===== src/rtl/dma_hs_pkg.sv =====
package dma_hs_pkg;

    // Four-phase channel phase
    typedef enum logic [1:0] {
        CH_IDLE  = 2'd0,
        CH_OFFER = 2'd1,
        CH_HOLD  = 2'd2
    } ch_state_e;

    typedef struct packed {
        ch_state_e st;
    } chan_regs_t;

    typedef struct packed {
        logic loaded;   // block written, engine not finished yet
        logic pending;  // result produced, not yet taken
    } track_regs_t;

endpackage


===== src/rtl/dma_hs_channel.sv =====
module dma_hs_channel
    import dma_hs_pkg::*;
(
    input  logic clk,
    input  logic rst_n,
    input  logic en,
    input  logic offer_ok,
    input  logic ack,
    input  logic cut,
    output logic ready
);

    chan_regs_t q, d;

    always_comb begin
        d = q;
        if (!en) begin
            d.st = CH_IDLE;
        end else begin
            case (q.st)
                CH_IDLE:  if (offer_ok && !ack) d.st = CH_OFFER;
                CH_OFFER: if (ack || cut)       d.st = CH_HOLD;
                CH_HOLD:  if (!ack)             d.st = CH_IDLE;
                default:                        d.st = CH_IDLE;
            endcase
        end
    end

    always_ff @(posedge clk or negedge rst_n) begin
        if (!rst_n) q <= '{st: CH_IDLE};
        else        q <= d;
    end

    assign ready = en && (q.st == CH_OFFER);

    // an offered ready is only withdrawn by ack, cut or disable
    p_keep_ready_r9: assert property (@(posedge clk) disable iff (!rst_n)
        (ready && !ack && !cut) |=> (ready || !en));

endmodule


===== src/rtl/dma_hs_tracker.sv =====
module dma_hs_tracker
    import dma_hs_pkg::*;
(
    input  logic clk,
    input  logic rst_n,
    input  logic en,
    input  logic blk_wr,
    input  logic eng_done,
    input  logic res_taken,
    output logic loaded,
    output logic pending
);

    track_regs_t q, d;

    always_comb begin
        d = q;
        if (!en) begin
            d = '0;
        end else begin
            if (blk_wr)        d.loaded = 1'b1;
            else if (eng_done) d.loaded = 1'b0;

            if (eng_done)       d.pending = 1'b1;
            else if (res_taken) d.pending = 1'b0;
        end
    end

    always_ff @(posedge clk or negedge rst_n) begin
        if (!rst_n) q <= '0;
        else        q <= d;
    end

    assign loaded  = q.loaded;
    assign pending = q.pending;

endmodule


===== src/rtl/dma_flow_ctrl.sv =====
module dma_flow_ctrl
    import dma_hs_pkg::*;
(
    input  logic clk,
    input  logic rst_n,
    input  logic dma_en,
    input  logic engine_busy,
    input  logic engine_done,
    input  logic top_in_wr,
    input  logic top_out_rd,
    input  logic tx_ack,
    input  logic rx_ack,
    output logic tx_ready,
    output logic rx_ready
);

    logic blk_loaded, res_pending, res_taken;
    logic tx_offer_ok, rx_offer_ok;

    assign res_taken   = rx_ready && (rx_ack || top_out_rd);
    assign rx_offer_ok = res_pending || engine_done;
    assign tx_offer_ok = !blk_loaded && !engine_busy && !res_pending
                         && !engine_done && !top_in_wr;

    dma_hs_tracker u_track (
        .clk       (clk),
        .rst_n     (rst_n),
        .en        (dma_en),
        .blk_wr    (top_in_wr),
        .eng_done  (engine_done),
        .res_taken (res_taken),
        .loaded    (blk_loaded),
        .pending   (res_pending)
    );

    dma_hs_channel u_tx (
        .clk      (clk),
        .rst_n    (rst_n),
        .en       (dma_en),
        .offer_ok (tx_offer_ok),
        .ack      (tx_ack),
        .cut      (1'b0),
        .ready    (tx_ready)
    );

    dma_hs_channel u_rx (
        .clk      (clk),
        .rst_n    (rst_n),
        .en       (dma_en),
        .offer_ok (rx_offer_ok),
        .ack      (rx_ack),
        .cut      (top_out_rd),
        .ready    (rx_ready)
    );

    // silent while disabled
    p_quiet_off_r2: assert property (@(posedge clk) disable iff (!rst_n)
        !dma_en |-> (!tx_ready && !rx_ready));

    // acknowledge drops tx_ready, held ack keeps it low
    p_tx_drop_r4: assert property (@(posedge clk) disable iff (!rst_n)
        (tx_ready && tx_ack) |=> !tx_ready);
    p_tx_ack_hold_r4: assert property (@(posedge clk) disable iff (!rst_n)
        (!tx_ready && tx_ack) |=> !tx_ready);

    // no offer raised while the engine was busy
    p_tx_idle_r5: assert property (@(posedge clk) disable iff (!rst_n)
        $rose(tx_ready) |-> !$past(engine_busy));

    // result acknowledge drops rx_ready
    p_rx_drop_r6: assert property (@(posedge clk) disable iff (!rst_n)
        (rx_ready && rx_ack) |=> !rx_ready);

    // top output word read consumes the result
    p_rx_cut_r7: assert property (@(posedge clk) disable iff (!rst_n)
        (rx_ready && top_out_rd) |=> !rx_ready);

    // no new input offer while a result is on offer
    p_withhold_r8: assert property (@(posedge clk) disable iff (!rst_n)
        $rose(tx_ready) |-> !rx_ready);

endmodule


===== config.mk =====
export PLATFORM = sky130hd
export DESIGN_NAME = dma_flow_ctrl
export DESIGN_NICKNAME = d
export VERILOG_FILES = /design/src/rtl/dma_hs_pkg.sv /design/src/rtl/dma_hs_channel.sv /design/src/rtl/dma_hs_tracker.sv /design/src/rtl/dma_flow_ctrl.sv
export SDC_FILE = /design/constraint.sdc
export NUM_CORES = 1
export LEC_CHECK = 0
export ABC_AREA = 1
export BUFFER_PORTS_ARGS = -buffer_cell sky130_fd_sc_hd__clkbuf_2
export CORE_AREA = 3 3 40 42
export DETAILED_ROUTE_END_ITERATION = 8
export DIE_AREA = 0 0 43 45
export GPL_TIMING_DRIVEN = 0
export SKIP_LAST_GASP = 1
export SLEW_MARGIN = 20
export SYNTH_ARGS = -nofsm -noshare
export SYNTH_HDL_FRONTEND = slang
export SYNTH_SLANG_ARGS = --single-unit

===== constraint.sdc =====
create_clock -name clk -period 1.05 [get_ports clk]
set_clock_uncertainty 0.2 [all_clocks]
set_input_delay 0.21 -clock clk [delete_from_list [all_inputs] [get_ports clk]]
set_output_delay 0.21 -clock clk [all_outputs]
set_load 0.03 [all_outputs]

==> impl_metrics.csv <==
group,metric,value,unit
drt,dr.pass1.iters,4,
critical_path,worstPathRequired,640,ps
clocking,root_buffer,"clkbuf_4",
sta,setup_viol,7,
drt,ant_nets,0,
critical_path,rr_worst_depth,5,
floorplan,die_h,45,um
cells_and_area,final_cell_mix,"nor2_1 (8), clkbuf_2 (8), nand2_1 (6), dfrtp_1 (6)",
clocking,cts_tree,"yes",
drt,vias,347,
clocking,cts_sinks,6,
sta,hold_ws,-0.943,ps
yosys,syn_inst,42,
power,p_leak,0.000280,uW
cells_and_area,fillers,135,
yosys,yosys_warnings,0,
floorplan,initial_core_util,23.8,%
min_path,hold_start,"top_in_wr",
clocking,h-tree-depth,1,
critical_path,r2r_start,"u_tx.q[1]",
cells_and_area,n_antenna_cell,0,
sta,rsz0062_at_grt,"true",
drt,wire_per_inst,10.4,um
place,hpwl,512,um
run_status,status,"finished with violations",
yosys,yosysSeqAreaShare,49.2,%
critical_path,worst-path-buf-inv,1,
sta,period_needed,1390,ps
yosys,synth_top_area_share,49.2,%
cells_and_area,area_delta_synth_final,78.3,%
sta,fin_ws,-336,ps
grt,grt.total_usage,8.48,%
critical_path,path_max_fanout,3,
power,power-per-cell-area,1090,mW/mm^2
yosys,synth.area.top_cells,"dfrtp_1 (49%), nor2_1 (12%), nand2_1 (11%)",
place,place_ws,-192,ps
clocking,cts_buffers,3,
sta,slew_violations,0,
place,gp_congestion,0.681,
sta,max-slew-margin-rel,69.7,%
floorplan,die_x,43,um
job,maxCapViolations,0,
cells_and_area,finalNetCount,73,
yosys,ys_types,11,
drt,wl,797,um
min_path,hp-class,"in -> reg",
critical_path,critical_path.max_stage_delay,370,ps
drt,initialDrtViolationCount,17,
drt,drc,0,
cells_and_area,drive_above_1_share,46.8,%
critical_path,path_delay_family,"flip-flops",
grt,grt_overflow,0,
grt,grt_pass1_vias,291,
grt,grt_pass1_wl,1140,um
floorplan,ios,11,
clocking,cts_buffer_depth,2,
critical_path,crit_cells,3,
yosys,synth_area,305,sq um
drt,avgViaCountPerCell,4.51,
clocking,clkSlewWorstSetupHoldPaths,50,ps
critical_path,cp_slowest_cell,"dfrtp_1",
yosys,synth_nets,51,
sta,tightest_slew,452,ps
yosys,yosys.area.top_type,"dfrtp_1",
power,peakVddDrop,0.000562,V
critical_path,arrival,980,ps
place,port_buffers,10,
critical_path,critPathCaptureType,"primary output",
critical_path,startpoint,"u_tx.q[0]",
sta,fmax,721,MHz
floorplan,core,0.00128,sq mm
min_path,hold_depth,3,
critical_path,critPathKind,"reg -> out",
sta,fin_setup_tns,-1130,ps
floorplan,die_area,0.00194,sq mm
sta,hold_viol_final,1,
critical_path,cp-start-kind,"flop",
grt,grt_max_degree,7,
run_status,violations,"hold timing, setup timing",
yosys,ys_ff_latch,6,
yosys,syn_avg_cell_area,7.27,sq um
critical_path,path_cells,"nand2_2, nor2_4, buf_8",
floorplan,num_rows,13,
sta,post-route-period-util,132,%
clocking,clock_latency,250,ps
grt,antenna_found_initial,0,
-- state kept, by name (all words and copies together) (netlist names) --
register,flops
u_tx.q,2
u_track.loaded,1
u_track.pending,1
u_rx.q,2
-- power by group --
part           leakage, uW  internal [uW]  switching (uW)  total [uW]
Sequential       0.0000802            243            7.68         250
Clock            0.0000138            130            87.0         217
Combinational     0.000186           58.5            67.4         126
Total             0.000280            431             162         593
-- logic make-up (layout without fill, tap and decap cells) --
| logic type | Yosys count | after routing | share of synthesized area (%) |
|---|---|---|---|
| and+or+nand+nor | 26 | 26 | 36.1 |
| DFF | 6 | 6 | 49.2 |
| buffers and inverters | 6 | 26 | 7.38 |
| AOI/OAI and AO/OA | 4 | 4 | 7.38 |
-- worst min-delay path, cell delays in order --
cell and delay, ps:
clkbuf_2 90, a21oi_1 40, nor2_1 70
-- cells in the mapped netlist --
library cell	n
nand3_1	2
nand2_1	9
nor3_1	2
nand4_1	2
o31ai_1	1
a21oi_1	2
nor2_1	10
o21ai_0	1
inv_1	6
nor2_2	1
dfrtp_1	6
-- metrics by stage --
stage	utilization [%]	total power [uW]	area (sq um)	cells	hold WS, ps
after CTS	37.5	572	482	74	-4.47
final	42.4	593	544	77	-0.943
after detailed placement	30.3	327	389	67	-157
after global routing	42.4	628	544	77	6.13
after global placement	30.3	326	389	67	-157
after floorplan	-	293	320	42	-286
-- cell type report --
| cell class | instances | area, sq um | share of cell area [%] |
|---|---|---|---|
| clock buffer | 3 | 22.5 | 4.14 |
| inverter | 6 | 22.5 | 4.14 |
| multi-input combinational | 30 | 190 | 34.9 |
| sequential | 6 | 150 | 27.6 |
| tap | 15 | 18.8 | 3.45 |
| timing repair buffer | 17 | 140 | 25.7 |
-- final timing paths --
path                             endpoint  slack [ps]
min                        u_track.loaded        -0.9
min in group asynchronous       u_tx.q[1]         120
max reg2reg                     u_tx.q[0]        -130
max                              tx_ready        -340
max in group asynchronous       u_rx.q[0]         370
min reg2reg                u_track.loaded         330
-- per-layer routing --
| metal | GRT usage (%) | vias up | share of wire [%] |
|---|---|---|---|
| met5 | 0 | - | 0 |
| li1 | - | 179 | - |
| met4 | 5.42 | 0 | 0.50 |
| met2 | 13.8 | 14 | 54 |
| met3 | 3.59 | 2 | 5.9 |
| met1 | 9.14 | 152 | 39 |
-- what timing repair did --
action / 4_1_cts / 5_1_grt
pin swaps: 3 / 7
endpoints found under the setup margin: 4 / 6
gates resized for setup: 10 / 12
setup buffers: 3 / 4
hold endpoints to repair: 7 / 0
hold buffers: 1 / 0
Power figures use the tool's default switching activity.
